### config.mk
export PLATFORM = sky130hd
export DESIGN_NAME = nvm_prog_seq
export DESIGN_NICKNAME = d
export VERILOG_FILES = /design/src/rtl/nvm_seq_pkg.sv /design/src/rtl/nvm_wel_ctrl.sv /design/src/rtl/nvm_cycle_timer.sv /design/src/rtl/nvm_status_out.sv /design/src/rtl/nvm_array_model.sv /design/src/rtl/nvm_prog_seq.sv
export SDC_FILE = /design/constraint.sdc
export NUM_CORES = 1
export LEC_CHECK = 0
export CAP_MARGIN = 20
export CORE_MARGIN = 10
export CORE_UTILIZATION = 55
export CTS_CLUSTER_SIZE = 8
export DETAILED_ROUTE_END_ITERATION = 6
export PLACE_DENSITY = 0.75
export SLEW_MARGIN = 20
export SYNTH_ARGS = -nofsm -noshare
export SYNTH_HDL_FRONTEND = slang
export SYNTH_HIERARCHICAL = 1
export SYNTH_SLANG_ARGS = --single-unit
### constraint.sdc
create_clock -name clk_i -period 2.4 [get_ports clk_i]
set_input_delay 0.36 -clock clk_i [delete_from_list [all_inputs] [get_ports clk_i]]
set_output_delay 0.36 -clock clk_i [all_outputs]
set_load 0.01 [all_outputs]
### src/rtl/nvm_seq_pkg.sv
package nvm_seq_pkg;
  typedef enum logic [2:0] {
    OP_WEN   = 3'd0,
    OP_WDS   = 3'd1,
    OP_WRITE = 3'd2,
    OP_WRAL  = 3'd3,
    OP_ERASE = 3'd4,
    OP_ERAL  = 3'd5
  } op_e;

  function automatic logic is_prog(op_e op);
    return (op == OP_WRITE) || (op == OP_WRAL) || (op == OP_ERASE) || (op == OP_ERAL);
  endfunction
endpackage

### src/rtl/nvm_wel_ctrl.sv
module nvm_wel_ctrl
  import nvm_seq_pkg::*;
(
  input  logic clk_i,
  input  logic rst_ni,
  input  logic cmd_valid_i,
  input  op_e  cmd_op_i,
  input  logic busy_i,
  output logic wel_o,
  output logic accept_o
);
  logic cmd_live;

  assign cmd_live = cmd_valid_i & ~busy_i;
  assign accept_o = cmd_live & wel_o & is_prog(cmd_op_i);

  always_ff @(posedge clk_i or negedge rst_ni) begin
    if (!rst_ni) wel_o <= 1'b0;
    else if (cmd_live && cmd_op_i == OP_WEN) wel_o <= 1'b1;
    else if (cmd_live && cmd_op_i == OP_WDS) wel_o <= 1'b0;
  end
endmodule

### src/rtl/nvm_cycle_timer.sv
module nvm_cycle_timer
  import nvm_seq_pkg::*;
#(
  parameter int WORDS     = 64,
  parameter int WORD_W    = 16,
  parameter int PROG_CLKS = 5000,
  localparam int BYTE_W   = WORD_W / 2,
  localparam int WADDR_W  = $clog2(WORDS),
  localparam int BADDR_W  = WADDR_W + 1,
  localparam int CNT_W    = $clog2(PROG_CLKS + 1)
) (
  input  logic               clk_i,
  input  logic               rst_ni,
  input  logic               cs_i,
  input  logic               cmd_valid_i,
  input  logic               accept_i,
  input  op_e                cmd_op_i,
  input  logic [BADDR_W-1:0] cmd_addr_i,
  input  logic [WORD_W-1:0]  cmd_data_i,
  input  logic               org_word_i,
  output logic               cs_rise_o,
  output logic               cs_fall_o,
  output logic               pend_o,
  output logic               busy_o,
  output logic               done_o,
  output logic               arr_we_o,
  output logic               arr_all_o,
  output logic [WADDR_W-1:0] arr_addr_o,
  output logic [1:0]         arr_bmask_o,
  output logic [WORD_W-1:0]  arr_wdata_o
);
  logic               cs_q;
  logic [CNT_W-1:0]   cnt_q;
  op_e                op_q;
  logic [BADDR_W-1:0] addr_q;
  logic [WORD_W-1:0]  data_q;
  logic               org_q;
  logic               start;

  assign cs_rise_o = cs_i & ~cs_q;
  assign cs_fall_o = cs_q & ~cs_i;
  assign start     = cs_fall_o & pend_o & ~busy_o;
  assign done_o    = busy_o & (cnt_q == '0);

  always_ff @(posedge clk_i or negedge rst_ni) begin
    if (!rst_ni) cs_q <= 1'b0;
    else         cs_q <= cs_i;
  end

  always_ff @(posedge clk_i or negedge rst_ni) begin
    if (!rst_ni) begin
      pend_o <= 1'b0;
      op_q   <= OP_WDS;
      addr_q <= '0;
      data_q <= '0;
      org_q  <= 1'b1;
    end else if (start) begin
      pend_o <= 1'b0;
    end else if (accept_i) begin
      pend_o <= 1'b1;
      op_q   <= cmd_op_i;
      addr_q <= cmd_addr_i;
      data_q <= cmd_data_i;
      org_q  <= org_word_i;
    end else if (cmd_valid_i && !busy_o) begin
      // any other complete instruction cancels a command not yet launched
      pend_o <= 1'b0;
    end
  end

  always_ff @(posedge clk_i or negedge rst_ni) begin
    if (!rst_ni) begin
      busy_o <= 1'b0;
      cnt_q  <= '0;
    end else if (start) begin
      busy_o <= 1'b1;
      cnt_q  <= CNT_W'(PROG_CLKS - 1);
    end else if (busy_o) begin
      if (cnt_q == '0) busy_o <= 1'b0;
      else             cnt_q  <= cnt_q - 1'b1;
    end
  end

  logic [WORD_W-1:0] pattern;
  logic [1:0]        lane;

  assign pattern = org_q ? data_q : {2{data_q[BYTE_W-1:0]}};
  assign lane    = org_q ? 2'b11 : (addr_q[0] ? 2'b10 : 2'b01);

  always_comb begin
    arr_we_o    = done_o;
    arr_all_o   = 1'b0;
    arr_addr_o  = org_q ? addr_q[WADDR_W-1:0] : addr_q[BADDR_W-1:1];
    arr_bmask_o = lane;
    arr_wdata_o = pattern;
    unique case (op_q)
      OP_WRAL: begin
        arr_all_o   = 1'b1;
        arr_bmask_o = 2'b11;
      end
      OP_ERASE: arr_wdata_o = '1;
      OP_ERAL: begin
        arr_all_o   = 1'b1;
        arr_bmask_o = 2'b11;
        arr_wdata_o = '1;
      end
      default: ;
    endcase
  end
endmodule

### src/rtl/nvm_status_out.sv
module nvm_status_out (
  input  logic clk_i,
  input  logic rst_ni,
  input  logic cs_rise_i,
  input  logic cs_fall_i,
  input  logic start_bit_i,
  input  logic busy_i,
  input  logic done_i,
  output logic dout_o,
  output logic dout_oe_o
);
  logic show_q;

  always_ff @(posedge clk_i or negedge rst_ni) begin
    if (!rst_ni) show_q <= 1'b0;
    else if (cs_fall_i || (start_bit_i && !busy_i)) show_q <= 1'b0;
    else if (cs_rise_i && busy_i && !done_i) show_q <= 1'b1;
  end

  assign dout_oe_o = show_q;
  assign dout_o    = show_q & ~busy_i;
endmodule

### src/rtl/nvm_array_model.sv
module nvm_array_model #(
  parameter int WORDS    = 64,
  parameter int WORD_W   = 16,
  localparam int BYTE_W  = WORD_W / 2,
  localparam int WADDR_W = $clog2(WORDS)
) (
  input  logic               clk_i,
  input  logic               we_i,
  input  logic               all_i,
  input  logic [WADDR_W-1:0] addr_i,
  input  logic [1:0]         bmask_i,
  input  logic [WORD_W-1:0]  wdata_i,
  input  logic [WADDR_W-1:0] rd_addr_i,
  output logic [WORD_W-1:0]  rd_data_o
);
  logic [WORD_W-1:0] mem [WORDS];

  for (genvar w = 0; w < WORDS; w++) begin : g_word
    for (genvar b = 0; b < 2; b++) begin : g_lane
      always_ff @(posedge clk_i) begin
        if (we_i && bmask_i[b] && (all_i || addr_i == WADDR_W'(w)))
          mem[w][b*BYTE_W +: BYTE_W] <= wdata_i[b*BYTE_W +: BYTE_W];
      end
    end
  end

  assign rd_data_o = mem[rd_addr_i];
endmodule

### src/rtl/nvm_prog_seq.sv
module nvm_prog_seq
  import nvm_seq_pkg::*;
#(
  parameter int WORDS     = 64,
  parameter int WORD_W    = 16,
  parameter int PROG_CLKS = 5000,
  localparam int WADDR_W  = $clog2(WORDS),
  localparam int BADDR_W  = WADDR_W + 1
) (
  input  logic               clk_i,
  input  logic               rst_ni,
  input  logic               cs_i,
  input  logic               start_bit_i,
  input  logic               cmd_valid_i,
  input  logic [2:0]         cmd_op_i,
  input  logic [BADDR_W-1:0] cmd_addr_i,
  input  logic [WORD_W-1:0]  cmd_data_i,
  input  logic               org_word_i,
  input  logic [WADDR_W-1:0] rd_addr_i,
  output logic [WORD_W-1:0]  rd_data_o,
  output logic               arr_we_o,
  output logic               arr_all_o,
  output logic [WADDR_W-1:0] arr_addr_o,
  output logic [1:0]         arr_bmask_o,
  output logic [WORD_W-1:0]  arr_wdata_o,
  output logic               dout_o,
  output logic               dout_oe_o
);
  op_e  op;
  logic wel_w, accept_w, pend_w, busy_w, done_w, cs_rise_w, cs_fall_w;

  assign op = op_e'(cmd_op_i);

  nvm_wel_ctrl u_wel (
    .clk_i, .rst_ni, .cmd_valid_i, .cmd_op_i(op), .busy_i(busy_w),
    .wel_o(wel_w), .accept_o(accept_w)
  );

  nvm_cycle_timer #(.WORDS(WORDS), .WORD_W(WORD_W), .PROG_CLKS(PROG_CLKS)) u_tmr (
    .clk_i, .rst_ni, .cs_i, .cmd_valid_i, .accept_i(accept_w), .cmd_op_i(op),
    .cmd_addr_i, .cmd_data_i, .org_word_i,
    .cs_rise_o(cs_rise_w), .cs_fall_o(cs_fall_w), .pend_o(pend_w),
    .busy_o(busy_w), .done_o(done_w),
    .arr_we_o, .arr_all_o, .arr_addr_o, .arr_bmask_o, .arr_wdata_o
  );

  nvm_status_out u_stat (
    .clk_i, .rst_ni, .cs_rise_i(cs_rise_w), .cs_fall_i(cs_fall_w), .start_bit_i,
    .busy_i(busy_w), .done_i(done_w), .dout_o, .dout_oe_o
  );

  nvm_array_model #(.WORDS(WORDS), .WORD_W(WORD_W)) u_arr (
    .clk_i, .we_i(arr_we_o), .all_i(arr_all_o), .addr_i(arr_addr_o),
    .bmask_i(arr_bmask_o), .wdata_i(arr_wdata_o), .rd_addr_i, .rd_data_o
  );
endmodule

* Word-level counts from Yosys, hierarchy flattened
Memory sizes are Yosys's and may differ from the RTL's.
Index checks and enable logic that the tools add are counted.
** Storage, ports and cells
- Register bits :: 45
- RAM bits :: 1024
- Bits of input ports :: 38
- Output and inout port bits :: 44
- Memories kept :: 1
** Cells by class
- Add/subtract/negate cells :: 1
- Equal/unequal tests :: 72
- Mux-type cells :: 276
- Bitwise logic cells :: 13
- Reduce and logical (&&, ||, !) cells :: 217
** Memories
- u_arr.mem :: words 64, bits a word 16, rd ports 1, clocked after memory_dff 0, write ports 64, line nvm_array_model.sv:16 : logic [WORD_W-1:0] mem [WORDS];
** Operator list (number)
- two-way mux 1 bit :: 267
- == test 6 bit, second input constant :: 32
- logical AND 1 bit :: 136
- == test 6 x 5 -> 1 bit, second input constant :: 16
- logical OR 1 bit :: 68
- == test 6 x 4 -> 1 bit, second input constant :: 8
- two-way mux 13 bit :: 3
- two-way mux 16 bit :: 2
- == test 6 x 3 -> 1 bit, second input constant :: 4
- logical NOT 13 bit :: 1
- subtractor 13 x 1 -> 13 bit, second input constant :: 1
- == test 3 bit, second input constant :: 4
- == test 6 x 2 -> 1 bit, second input constant :: 2
- AND 1 bit :: 9
- == test 3 x 2 -> 1 bit, second input constant :: 3
- == test 6 x 1 -> 1 bit, second input constant :: 1
- logical NOT 6 bit :: 1
- two-way mux 2 bit :: 3
- two-way mux 6 bit :: 1
- nonzero test 2 bit :: 3
- NOT 1 bit :: 4
- AND reduction 2 bit :: 2
- OR reduction 2 bit :: 2
- == test 3 x 1 -> 1 bit, second input constant :: 1
- 4 further kinds :: 5

* Longest topological paths before layout
- Word-level depth :: 7
- Gate-level depth with buffers :: 10
- Gate-level depth less buffers :: 7

* Cells and area by module
The synthesis kept the hierarchy.
** By module, submodules not included
- nvm_array_model :: instances 1, cells an instance 1949, area each 40227.3 um2, seq. area each 30749.5 um2
- nvm_cycle_timer :: instances 1, cells an instance 181, area each 2134.5 um2, seq. area each 1078.5 um2
- nvm_wel_ctrl :: instances 1, cells an instance 6, area each 77.6 um2, seq. area each 25.0 um2
- nvm_status_out :: instances 1, cells an instance 6, area each 56.3 um2, seq. area each 25.0 um2

* Worst setup path after synthesis
No wires, ideal clock.
- Kind :: flip-flop to flip-flop
- Start :: register u_tmr.org_q
- End :: memory u_arr.mem[16][0], enable pin
- Arrival time :: 2.278 ns
- Slack :: -0.248 ns
- Cell stages (with the launch flop) :: 8
- Path buffers :: 3
- Cells stage by stage :: dfstp_2 > clkbuf_1 > mux2_2 > nor2b_1 > clkbuf_1 > clkbuf_1 > a21oi_1 > nor2_1
** RTL lines
- start, declared :: line nvm_cycle_timer.sv:37 : logic org_q;
- start signal, assigned :: line nvm_cycle_timer.sv:64 : org_q <= org_word_i;
- end, declared :: line nvm_array_model.sv:16

* Worst setup path after layout
- Start :: memory u_arr.mem[11][9]
- End :: output rd_data_o[9]
** Between the ends
- Word-level cells in the longest chain between the ends :: 1
** RTL lines
- memory read (64 x 16 bit)
- end, declared :: line nvm_prog_seq.sv:20 : output logic [WORD_W-1:0] rd_data_o,
No other way between the ends.

==> metrics.txt <==
post-synthesis compound-gate area fraction=0.0365; via-per-instance ratio=6.94; H-Tree Depth=4; total CTS buffers=151; Largest stage delay, worst path=0.50 ns; Tmin final=~3.2 ns; met1 WL=44,500 um; number of synthesized flops with an enable pin=roughly 1.0k; CTS root buffer=clkbuf_16; fill cell count=a little under 4k; die area=just under 90,000 um^2; average cell area after synthesis=between 15 and 20 um^2; Power per Cell Area=approximately 780 nW/um^2; xor/xnor share of the synthesized area=0.000206; Clk network pwr share=0.446; Met2 Wirelength=approximately 65,000 um; simple-gate share of the synthesized area=0.0390; Antenna diodes=0; WL final=roughly 140,000 um; Worst Setup Start Kind=register; Cells after Synth=2,142; setup slack at placement=-1.04 ns; first-pass GRT wire length=roughly 190,000 um; cell depth of the worst setup path=7; synth warn=6; DP HPWL=slightly above 70,000 um; highest clock rate=0.316 GHz; Reg clk slew, reported paths=around 0.050 ns; failing checks=DRC, setup timing; largest family of logic cells by synthesized area=multiplexers; worst setup margin=-0.765 ns; leakage power=between 15 and 20 nW; CTS Sinks=approximately 1.1k; CP arrival=roughly 2.8 ns; CP required=about 2 ns; Sw Share=0.229; std cell rows=slightly above 100; peak supply drop=0.000690 V; Synth Flop Type=edfxtp_1; Yosys top cell by area=edfxtp_1; count of nets after finishing=2,722; initial antenna violation count=4; core area=76,300 um^2; CP bufs+invs=2; Worst path top cell family by delay=compound AO/OA/AOI/OAI gates; Adder-Cell Fraction of Synth Area=0.000589; #FFs+latches synth=between 1k and 1.5k; share of total power in combinational logic=0.073; Post-Syn Area=approximately 42,000 um^2; Reg2Reg Depth=12; register area share after synthesis=0.750; crit path to=rd_data_o[9]; number of global-route vias before repair=between 20k and 30k; placed cells=~3.5k; internal power=around 33 mW; Layout area overhead=31.0%; antenna-violating nets left=0; clk_lat worst skew=0.75 ns; grt ovf=0; Slew headroom=0.299; worst slew pin tran=about 1.0 ns; placed inst area=47,600 um^2; CP Capture Type=output port; Die Y=between 200 and 300 um; Non-Filler Instances=between 3k and 4k; via count=26.0k; R2R Path End=u_arr/mem[39][6]$_DFFE_PP_; hold path depth=1; reg2reg start=u_tmr/org_q$_DFFE_PN1P_; status=finished, violations left; Port Buffers=81; Critical Path Fanout Max=1; most frequent cells in the layout=edfxtp_1, mux4_2, buf_4; Switching Power=9.89 mW; Final Skew=0.0343 ns; die outline width=298 um; most common cell after layout, fill and taps aside=edfxtp_1; top routing layer in use=met5; fraction of layout cells with a size suffix above 1=0.455; Cell Chain, Critical Path=mux4_2 -> nor2b_1 -> a211o_1 -> a31oi_1 -> buf_4 -> a311oi_4 -> buf_2; Starting Density=0.557; crit path launch=u_arr/mem[11][9]$_DFFE_PP_; DR pass1 iterations=7; post-synthesis mux area share=0.153; Max stage delay cell, worst path=mux4_2; R2R setup slack=-0.36 ns; post-route design area=between 50,000 and 60,000 um^2; WS Path Type=register to output port; met3 wire length=roughly 17,000 um; number of distinct library cells after synthesis=61; Final setup viols=between 1k and 1.5k; Final Max Tran Viols=0; final period utilization=1.32; Power Total=between 40 and 50 mW; Initial DRC Count=4,262; Hold Crit Class=input pin to register; DRC=12; # IOs=82; max cap viols=0; Hold Vio Cnt, Final=0; sequential share of power=0.481; maximum root-to-sink buffer count=3; area share of the largest cell type after synthesis=0.724; Tot GR Track Use=0.289; DR WL/cell=36.4 um; syn nets=between 2k and 2.5k; GPL Wtd Cong=roughly 0.92; CTS tree=yes; Hold Slack=approximately 0.11 ns; Synth async-reset ratio=0.0421; largest net degree at the start of global routing=65; top cells by area, synth=edfxtp_1, mux4_2, dfrtp_1, mux2i_1, nor2_1; RSZ-0062 raised after global routing=yes
power groups by stage:
stage / clock network, mW / registers (mW) / logic [mW]
after CTS: 19.1 / 20.8 / 2.88
final: 19.3 / 20.8 / 3.14
after floorplan: 0 / 21.2 / 1.26
after detailed placement: 0 / 21.1 / 2.55
after global placement: 0 / 21.1 / 2.48
after global routing: 20.2 / 20.8 / 3.22
cell type report:
type / instances / area (um^2) / area share
clock buffers: 176 / 3920 / 0.0703
clock inverters: 14 / 214 / 0.00384
inverters: 3 / 11.3 / 0.000202
multi-input cells: 934 / 12100 / 0.216
flip-flops and latches: 1069 / 31900 / 0.573
well taps: 1030 / 1290 / 0.0231
repair buffers: 523 / 6320 / 0.113
synth_stat cells, types with 10 or more instances:
cell type and number:
nand2_1 41, a22oi_1 70, a21oi_1 78, buf_4 20
dfrtp_1 43, mux2_2 40, a31oi_1 15, nor2b_1 32
mux2i_1 98, nand2b_1 18, edfxtp_1 1024, a221oi_1 16
o21ai_0 10, mux4_2 218, clkbuf_1 54, nand3_1 33
nand4_1 16, buf_2 27, buf_6 19, nor2_1 153
what timing repair did:
item | 4_1_cts | 5_1_grt
gates resized for setup | 771 | 132
hold endpoints to repair | 43 | 0
pin swaps | 187 | 42
gates cloned | 16 | 1
hold buffers | 1 | 0
setup endpoints to repair | 1059 | 1060
setup buffers | 63 | 15
through the flow:
| stage | utilization | TNS, ns |
|---|---|---|
| after floorplan | - | -289.29 |
| after global placement | 0.624 | -65.66 |
| after detailed placement | 0.624 | -119.63 |
| after CTS | 0.722 | -210.37 |
| after global routing | 0.729 | -290.21 |
| final | 0.729 | -236.46 |
worst min-delay path by stage:
stage                                            from                            to  slack [ns]
final                                            cs_i          u_tmr/cs_q$_DFF_PN0_        0.11
after global routing                             cs_i          u_tmr/cs_q$_DFF_PN0_        0.11
after CTS                                        cs_i          u_tmr/cs_q$_DFF_PN0_        0.09
after detailed placement  u_tmr/data_q[9]$_DFFE_PN0P_   u_tmr/data_q[9]$_DFFE_PN0P_        0.50
after global placement    u_tmr/addr_q[6]$_DFFE_PN0P_   u_tmr/addr_q[6]$_DFFE_PN0P_        0.49
after floorplan                                rst_ni  u_stat/dout_oe_o$_DFFE_PN0P_        0.06
cell families after synthesis:
logic type	count (synthesis)
AOI/OAI and AO/OA	230
xor gates and xnor gates	1
adders and majority gates	2
buffers and inverters	139
DFF	1069
muxes	363
and+or+nand+nor	338
metal layers:
metal  up-vias  track usage
met5         -            0
met4         4        0.178
met3       580       0.0711
met2      2474        0.454
met1     13100        0.362
li1       9854            -
worst reg2reg max path, delay by kind of cell, from the launching register on:
family,cells,cell delay [ns]
flops,1,0.56
simple gates,3,0.46
compound gates,1,0.12
buf+inv,7,1.09
mux,1,0.21
state kept, by name, summed over array words and instances (netlist names):
signal / count
u_tmr/op_q: 3
u_tmr/cnt_q: 13
u_tmr/cs_q: 1
u_tmr/busy_o: 1
u_arr/mem: 1024
u_tmr/addr_q: 7
u_tmr/pend_o: 1
u_tmr/org_q: 1
u_tmr/data_q: 16
u_stat/dout_oe_o: 1
u_wel/wel_o: 1
No activity file was read; power rests on OpenSTA's default activity.
